`src/rtl/ssp_pkg.sv`:
```
package ssp_pkg;
  localparam int STATES = 6;
  localparam int PHASES = 2;
  localparam int SLOTS  = STATES * PHASES;
  localparam int SLOT_W = $clog2(SLOTS);

  function automatic int slot_of(input int st, input int ph);
    return (st - 1) * PHASES + (ph - 1);
  endfunction

  // shift edge, sample edge, and the low window of the shift clock
  localparam int SLOT_SHIFT     = slot_of(6, 2);
  localparam int SLOT_SAMPLE    = slot_of(5, 2);
  localparam int SLOT_LOW_FIRST = slot_of(3, 1);
  localparam int SLOT_LOW_LAST  = slot_of(5, 2);

  typedef logic [SLOT_W-1:0] slot_t;
  typedef enum logic [1:0] {TX_IDLE, TX_LOAD, TX_SHIFT} tx_state_e;
  typedef enum logic [1:0] {RX_IDLE, RX_ARM, RX_SHIFT} rx_state_e;
endpackage

```
`src/rtl/ssp_slot_timer.sv`:
```
module ssp_slot_timer
  import ssp_pkg::*;
(
  input  logic clk,
  input  logic rst_n,
  output logic shift_stb,
  output logic sample_stb,
  output logic clk_low
);
  slot_t slot_q;

  always_ff @(posedge clk or negedge rst_n) begin
    if (!rst_n)                          slot_q <= '0;
    else if (slot_q == slot_t'(SLOTS-1)) slot_q <= '0;
    else                                 slot_q <= slot_q + slot_t'(1);
  end

  assign shift_stb  = (slot_q == slot_t'(SLOT_SHIFT));
  assign sample_stb = (slot_q == slot_t'(SLOT_SAMPLE));
  assign clk_low    = (slot_q >= slot_t'(SLOT_LOW_FIRST)) &&
                      (slot_q <= slot_t'(SLOT_LOW_LAST));
endmodule

```
`src/rtl/ssp_tx_engine.sv`:
```
module ssp_tx_engine
  import ssp_pkg::*;
#(
  parameter int DATA_W = 8
) (
  input  logic              clk,
  input  logic              rst_n,
  input  logic              shift_stb,
  input  logic              load,
  input  logic [DATA_W-1:0] load_data,
  output logic              busy,
  output logic              sending,
  output logic              bit_out,
  output logic              finish
);
  localparam int SR_W = DATA_W + 1;
  localparam logic [DATA_W-1:0] MARK_AT_END = {{(DATA_W-1){1'b0}}, 1'b1};

  tx_state_e        st_q;
  logic [SR_W-1:0]  sr_q;
  logic             mark_next;

  // marker sits just above the last data bit, all higher bits zero
  assign mark_next = (sr_q[SR_W-1:1] == MARK_AT_END);
  assign finish    = (st_q == TX_SHIFT) && shift_stb && mark_next;

  always_ff @(posedge clk or negedge rst_n) begin
    if (!rst_n) begin
      st_q <= TX_IDLE;
      sr_q <= '0;
    end else begin
      case (st_q)
        TX_IDLE:  if (load) begin
                    sr_q <= {1'b1, load_data};
                    st_q <= TX_LOAD;
                  end
        TX_LOAD:  if (shift_stb) st_q <= TX_SHIFT;
        TX_SHIFT: if (shift_stb) begin
                    sr_q <= {1'b0, sr_q[SR_W-1:1]};
                    if (mark_next) st_q <= TX_IDLE;
                  end
        default:  st_q <= TX_IDLE;
      endcase
    end
  end

  assign busy    = (st_q != TX_IDLE);
  assign sending = (st_q == TX_SHIFT);
  assign bit_out = sending ? sr_q[0] : 1'b1;
endmodule

```
`src/rtl/ssp_rx_engine.sv`:
```
module ssp_rx_engine
  import ssp_pkg::*;
#(
  parameter int DATA_W = 8
) (
  input  logic              clk,
  input  logic              rst_n,
  input  logic              shift_stb,
  input  logic              sample_stb,
  input  logic              start,
  input  logic              bit_in,
  output logic              busy,
  output logic              running,
  output logic              finish,
  output logic [DATA_W-1:0] word
);
  localparam logic [DATA_W-1:0] ARM_PATTERN = {{(DATA_W-1){1'b1}}, 1'b0};

  rx_state_e         st_q;
  logic [DATA_W-1:0] sr_q;
  logic [DATA_W-1:0] word_q;
  logic              samp_q;
  logic [DATA_W-1:0] sr_next;
  logic [DATA_W-1:0] sr_flip;

  assign sr_next = {sr_q[DATA_W-2:0], samp_q};

  // first bit received ends up at the top of the register: mirror it
  for (genvar g = 0; g < DATA_W; g++) begin : g_flip
    assign sr_flip[g] = sr_next[DATA_W-1-g];
  end

  assign finish = (st_q == RX_SHIFT) && shift_stb && !sr_q[DATA_W-1];

  always_ff @(posedge clk or negedge rst_n) begin
    if (!rst_n) begin
      st_q   <= RX_IDLE;
      sr_q   <= '1;
      word_q <= '0;
      samp_q <= 1'b1;
    end else begin
      if (sample_stb && st_q == RX_SHIFT) samp_q <= bit_in;
      case (st_q)
        RX_IDLE:  if (start) begin
                    sr_q <= ARM_PATTERN;
                    st_q <= RX_ARM;
                  end
        RX_ARM:   st_q <= RX_SHIFT;
        RX_SHIFT: if (shift_stb) begin
                    sr_q <= sr_next;
                    if (!sr_q[DATA_W-1]) begin
                      word_q <= sr_flip;
                      st_q   <= RX_IDLE;
                    end
                  end
        default:  st_q <= RX_IDLE;
      endcase
    end
  end

  assign busy    = (st_q != RX_IDLE);
  assign running = (st_q == RX_SHIFT);
  assign word    = word_q;
endmodule

```
`src/rtl/ssp_flag.sv`:
```
module ssp_flag (
  input  logic clk,
  input  logic rst_n,
  input  logic set,
  input  logic clr,
  output logic q
);
  always_ff @(posedge clk or negedge rst_n) begin
    if (!rst_n)   q <= 1'b0;
    else if (set) q <= 1'b1;
    else if (clr) q <= 1'b0;
  end
endmodule

```
`src/rtl/ssp_serial_port.sv`:
```
module ssp_serial_port
  import ssp_pkg::*;
#(
  parameter int DATA_W = 8
) (
  input  logic              clk,
  input  logic              rst_n,
  input  logic              tx_valid,
  output logic              tx_ready,
  input  logic [DATA_W-1:0] tx_data,
  input  logic              rx_en,
  output logic [DATA_W-1:0] rx_data,
  output logic              tx_done,
  input  logic              tx_done_clr,
  output logic              rx_done,
  input  logic              rx_done_clr,
  output logic              sd_out,
  output logic              sd_oe,
  input  logic              sd_in,
  output logic              shift_clk
);
  localparam int N_FLAGS = 2;

  logic shift_stb, sample_stb, clk_low;
  logic tx_busy, tx_sending, tx_bit, tx_finish;
  logic rx_busy, rx_running, rx_finish;
  logic accept, rx_start;
  logic [N_FLAGS-1:0] flag_set, flag_clr, flag_q;

  ssp_slot_timer u_timer (
    .clk(clk), .rst_n(rst_n),
    .shift_stb(shift_stb), .sample_stb(sample_stb), .clk_low(clk_low)
  );

  assign tx_ready = shift_stb && !tx_busy && !rx_busy;
  assign accept   = tx_valid && tx_ready;
  assign rx_start = shift_stb && rx_en && !rx_done && !tx_busy && !rx_busy && !accept;

  ssp_tx_engine #(.DATA_W(DATA_W)) u_tx (
    .clk(clk), .rst_n(rst_n), .shift_stb(shift_stb),
    .load(accept), .load_data(tx_data),
    .busy(tx_busy), .sending(tx_sending), .bit_out(tx_bit), .finish(tx_finish)
  );

  ssp_rx_engine #(.DATA_W(DATA_W)) u_rx (
    .clk(clk), .rst_n(rst_n), .shift_stb(shift_stb), .sample_stb(sample_stb),
    .start(rx_start), .bit_in(sd_in),
    .busy(rx_busy), .running(rx_running), .finish(rx_finish), .word(rx_data)
  );

  assign flag_set = {rx_finish, tx_finish};
  assign flag_clr = {rx_done_clr, tx_done_clr};

  for (genvar f = 0; f < N_FLAGS; f++) begin : g_flag
    ssp_flag u_flag (
      .clk(clk), .rst_n(rst_n), .set(flag_set[f]), .clr(flag_clr[f]), .q(flag_q[f])
    );
  end

  assign tx_done   = flag_q[0];
  assign rx_done   = flag_q[1];
  assign sd_out    = tx_bit;
  assign sd_oe     = tx_sending;
  assign shift_clk = !((tx_sending || rx_running) && clk_low);
endmodule

```
`config.mk`:
```
export PLATFORM = sky130hd
export DESIGN_NAME = ssp_serial_port
export DESIGN_NICKNAME = d
export VERILOG_FILES = /design/src/rtl/ssp_pkg.sv /design/src/rtl/ssp_slot_timer.sv /design/src/rtl/ssp_tx_engine.sv /design/src/rtl/ssp_rx_engine.sv /design/src/rtl/ssp_flag.sv /design/src/rtl/ssp_serial_port.sv
export SDC_FILE = /design/constraint.sdc
export NUM_CORES = 1
export LEC_CHECK = 0
export ABC_AREA = 1
export BUFFER_PORTS_ARGS = -buffer_cell sky130_fd_sc_hd__buf_2
export CAP_MARGIN = 40
export CORE_ASPECT_RATIO = 1.5
export CORE_MARGIN = 2
export CORE_UTILIZATION = 45
export DETAILED_ROUTE_END_ITERATION = 8
export HOLD_SLACK_MARGIN = 0.12
export PLACE_DENSITY_LB_ADDON = 0.25
export SYNTH_ARGS = -nofsm -noshare
export SYNTH_HDL_FRONTEND = slang
export SYNTH_SLANG_ARGS = --single-unit
```
`constraint.sdc`:
```
create_clock -name clk -period 2.6 [get_ports clk]
set_clock_uncertainty 0.2 [all_clocks]
set_input_delay 0.52 -clock clk [delete_from_list [all_inputs] [get_ports clk]]
set_output_delay 0.52 -clock clk [all_outputs]
set_load 0.01 [all_outputs]
```
==> flow_summary.toml <==
[floorplanning]
io_pins = 29
rows = 27
die_w_um = 54.2
die_y_um = 79.3
initial_core_util_pct = 46.7
fp.coreArea_um2 = 3650
dieArea_um2 = 4300

[finish]
design_area_um2 = 1950
antenna_cells = 0
syn_to_final_growth_pct = 14.6
drive_above_1_share_pct = 31.0
layout.cells.non_filler = 259
fillers = 355
final_cell_mix = "nand2_1, buf_2, dfrtp_1"
fin_nets = 233
layout.cells.most_common = "nand2_1"

[setup_path]
worstPathMaxFanout = 18
crit_path_start_kind = "flop"
crit_arrival_ns = 1.45
endpoint_kind = "output pin"
criticalPathCategory = "reg2out"
crit_required_ns = 1.88

[synthesis]
ys_types = 27
synth_area_um2 = 1700
synthCells = 183
synth_nets = 201
yosysWarningCount = 0
synth_seq_area_share_pct = 53.6
syn_area_per_cell_um2 = 9.31
synth-seq-cells = 36
synthDominantCellAreaShare_pct = 39.7
synth_top_cell_by_area = "dfrtp_1"
netlist_top_cells_area = "dfrtp_1, dfstp_2, nand2_1"

[global_routing]
grt_usage_pct = 17.6
grt_pass1_vias = 1272
grt_use_met2_pct = 30.6
grt_first_pass_wirelength_mm = 5.47
grt.busiest_layer = "met2"
met1_usage_pct = 19.0
antenna_found_initial = 0
grt-ovfl-total = 0
grt_max_degree = 37
grt_use_met3_pct = 4.51

[sta]
fin_crit_sh_pct = 83.3
finalMaxSlewViolations = 0
fmax_mhz = 462
rsz0062_at_grt = "no"
hold_viol_final = 0
relSlewSlack_pct = 47.2
worst_pin_slew_ns = 0.791
setup_viol = 0
period_minus_slack_ns = 2.17
tns_ns = 0

[route]
dr_total_vias = 1273
wl_mm = 3.26
post_drt_wl_per_cell_um = 12.6
drc = 0
ant_nets = 0
vias_per_cell = 4.92
first_iter_violations = 32
dr.pass1.iters = 4

[clock_tree]
root_buffer = "clkbuf_8"
cts-htree-levels = 2
tritoncts = "yes"
postCtsResizedCells = 0
cts_buffers = 5
clk_latency_ns = 0.29
clk_pin_slew_ns = 0.07
cts.path.max_buffers = 2
cts.sinks = 36
post_cts_buffers = 0
ctsHoldBuffers = 0

[placement]
io_buffer_count = 28
hpwl_mm = 2.42
gp_congestion = 0.711
dp.cells = 251
place_area_um2 = 1870

[power]
p_leak_nw = 0.997
cellPowerDensity_nw_per_um2 = 791
p_total_mw = 1.54
ir_drop_mv = 0.550

[job]
cap_violations = 0

[status]
status = "completed"

[min_path]
worst_hold_path_type = "in2async"
routing by layer:
metal | share of wire, % | up-vias
met2 | 52 | 28
li1 | - | 647
met5 | 0 | -
met4 | 2.1 | 0
met1 | 43 | 592
met3 | 3.5 | 6
final cells by class:
cell class                 instances  area (µm²)  share of cell area (%)
clock buffer                       7        76.3                    3.91
multi-input combinational        119         671                    34.4
inverter                          25        93.8                    4.81
tap                               43        53.8                    2.76
timing repair buffer              28         140                    7.18
sequential                        36         912                    46.7
clock inverter                     1        5.00                   0.256
synthesized netlist by cell type:
cell	count
o21ai_2	8
buf_6	2
nor2_2	1
nor2_1	8
ha_1	3
nand2_4	2
o21ai_1	8
o32ai_1	1
clkbuf_1	1
nand3_4	2
dfrtp_1	27
or2_2	1
nand3_1	3
o21ai_0	11
inv_2	5
nor2_4	3
dfstp_2	9
a21oi_1	2
inv_1	20
o22a_1	4
nand2_1	54
nand2_2	2
xor2_1	1
nand4_1	2
o21bai_1	1
mux2i_1	1
mux2_1	1
state kept, by name (all words and copies together), names as in the netlist:
register         flops
u_tx.sr_q            9
g_flag.u_flag.q      2
u_rx.sr_q            8
u_tx.st_q            2
u_rx.samp_q          1
u_rx.st_q            2
u_timer.slot_q       4
u_rx.word            8
worst paths after layout:
check	start	end	slack, ns	cells past startpoint
worst min register to register	u_rx.word[5]$_DFFE_PN0P_	u_rx.word[5]$_DFFE_PN0P_	0.27	2
worst max register to register	u_timer.slot_q[0]$_DFF_PN0_	u_tx.sr_q[2]$_DFFE_PN0P_	0.76	8
min in group clk	rx_done_clr	g_flag[1].u_flag.q$_DFFE_PN0P_	0.20	2
worst max-delay path	u_tx.st_q[0]$_DFFE_PN0P_	shift_clk	0.43	5
worst min-delay path	rst_n	u_tx.sr_q[4]$_DFFE_PN0P_	0.11	1
max in group asynchronous	rst_n	u_timer.slot_q[2]$_DFF_PN0_	1.58	1
through the flow:
stage	hold slack [ns]	worst slack [ns]	utilization [%]
final	0.112	0.434	53.5
after global routing	0.172	0.318	53.5
after CTS	0.144	0.401	53.5
after detailed placement	0.254	0.724	51.3
after global placement	0.250	0.732	51.3
after floorplan	0.0244	0.717	-
critical path, stage by stage (launching register included):
cell and delay [ns]:
dfrtp_1 0.43, inv_2 0.09, nand2_1 0.12, inv_2 0.25, o21ai_1 0.12, buf_2 0.15
cell families after synthesis:
logic type,Yosys count,share of synthesized area [%]
flip-flops,36,53.6
XOR/XNOR,1,0.514
AND/OR/NAND/NOR,78,22.1
adder cells (fa/ha/maj),3,2.20
multiplexers,2,1.25
AO/OA/AOI/OAI,35,13.3
buffers and inverters,28,7.05
power by group:
part           internal, mW  switching [mW]  total [mW]
Clock                 0.188           0.192       0.379
Sequential            0.696          0.0735       0.770
Combinational         0.148           0.246       0.394
Total                  1.03           0.511        1.54
Power figures use the tool's default switching activity.
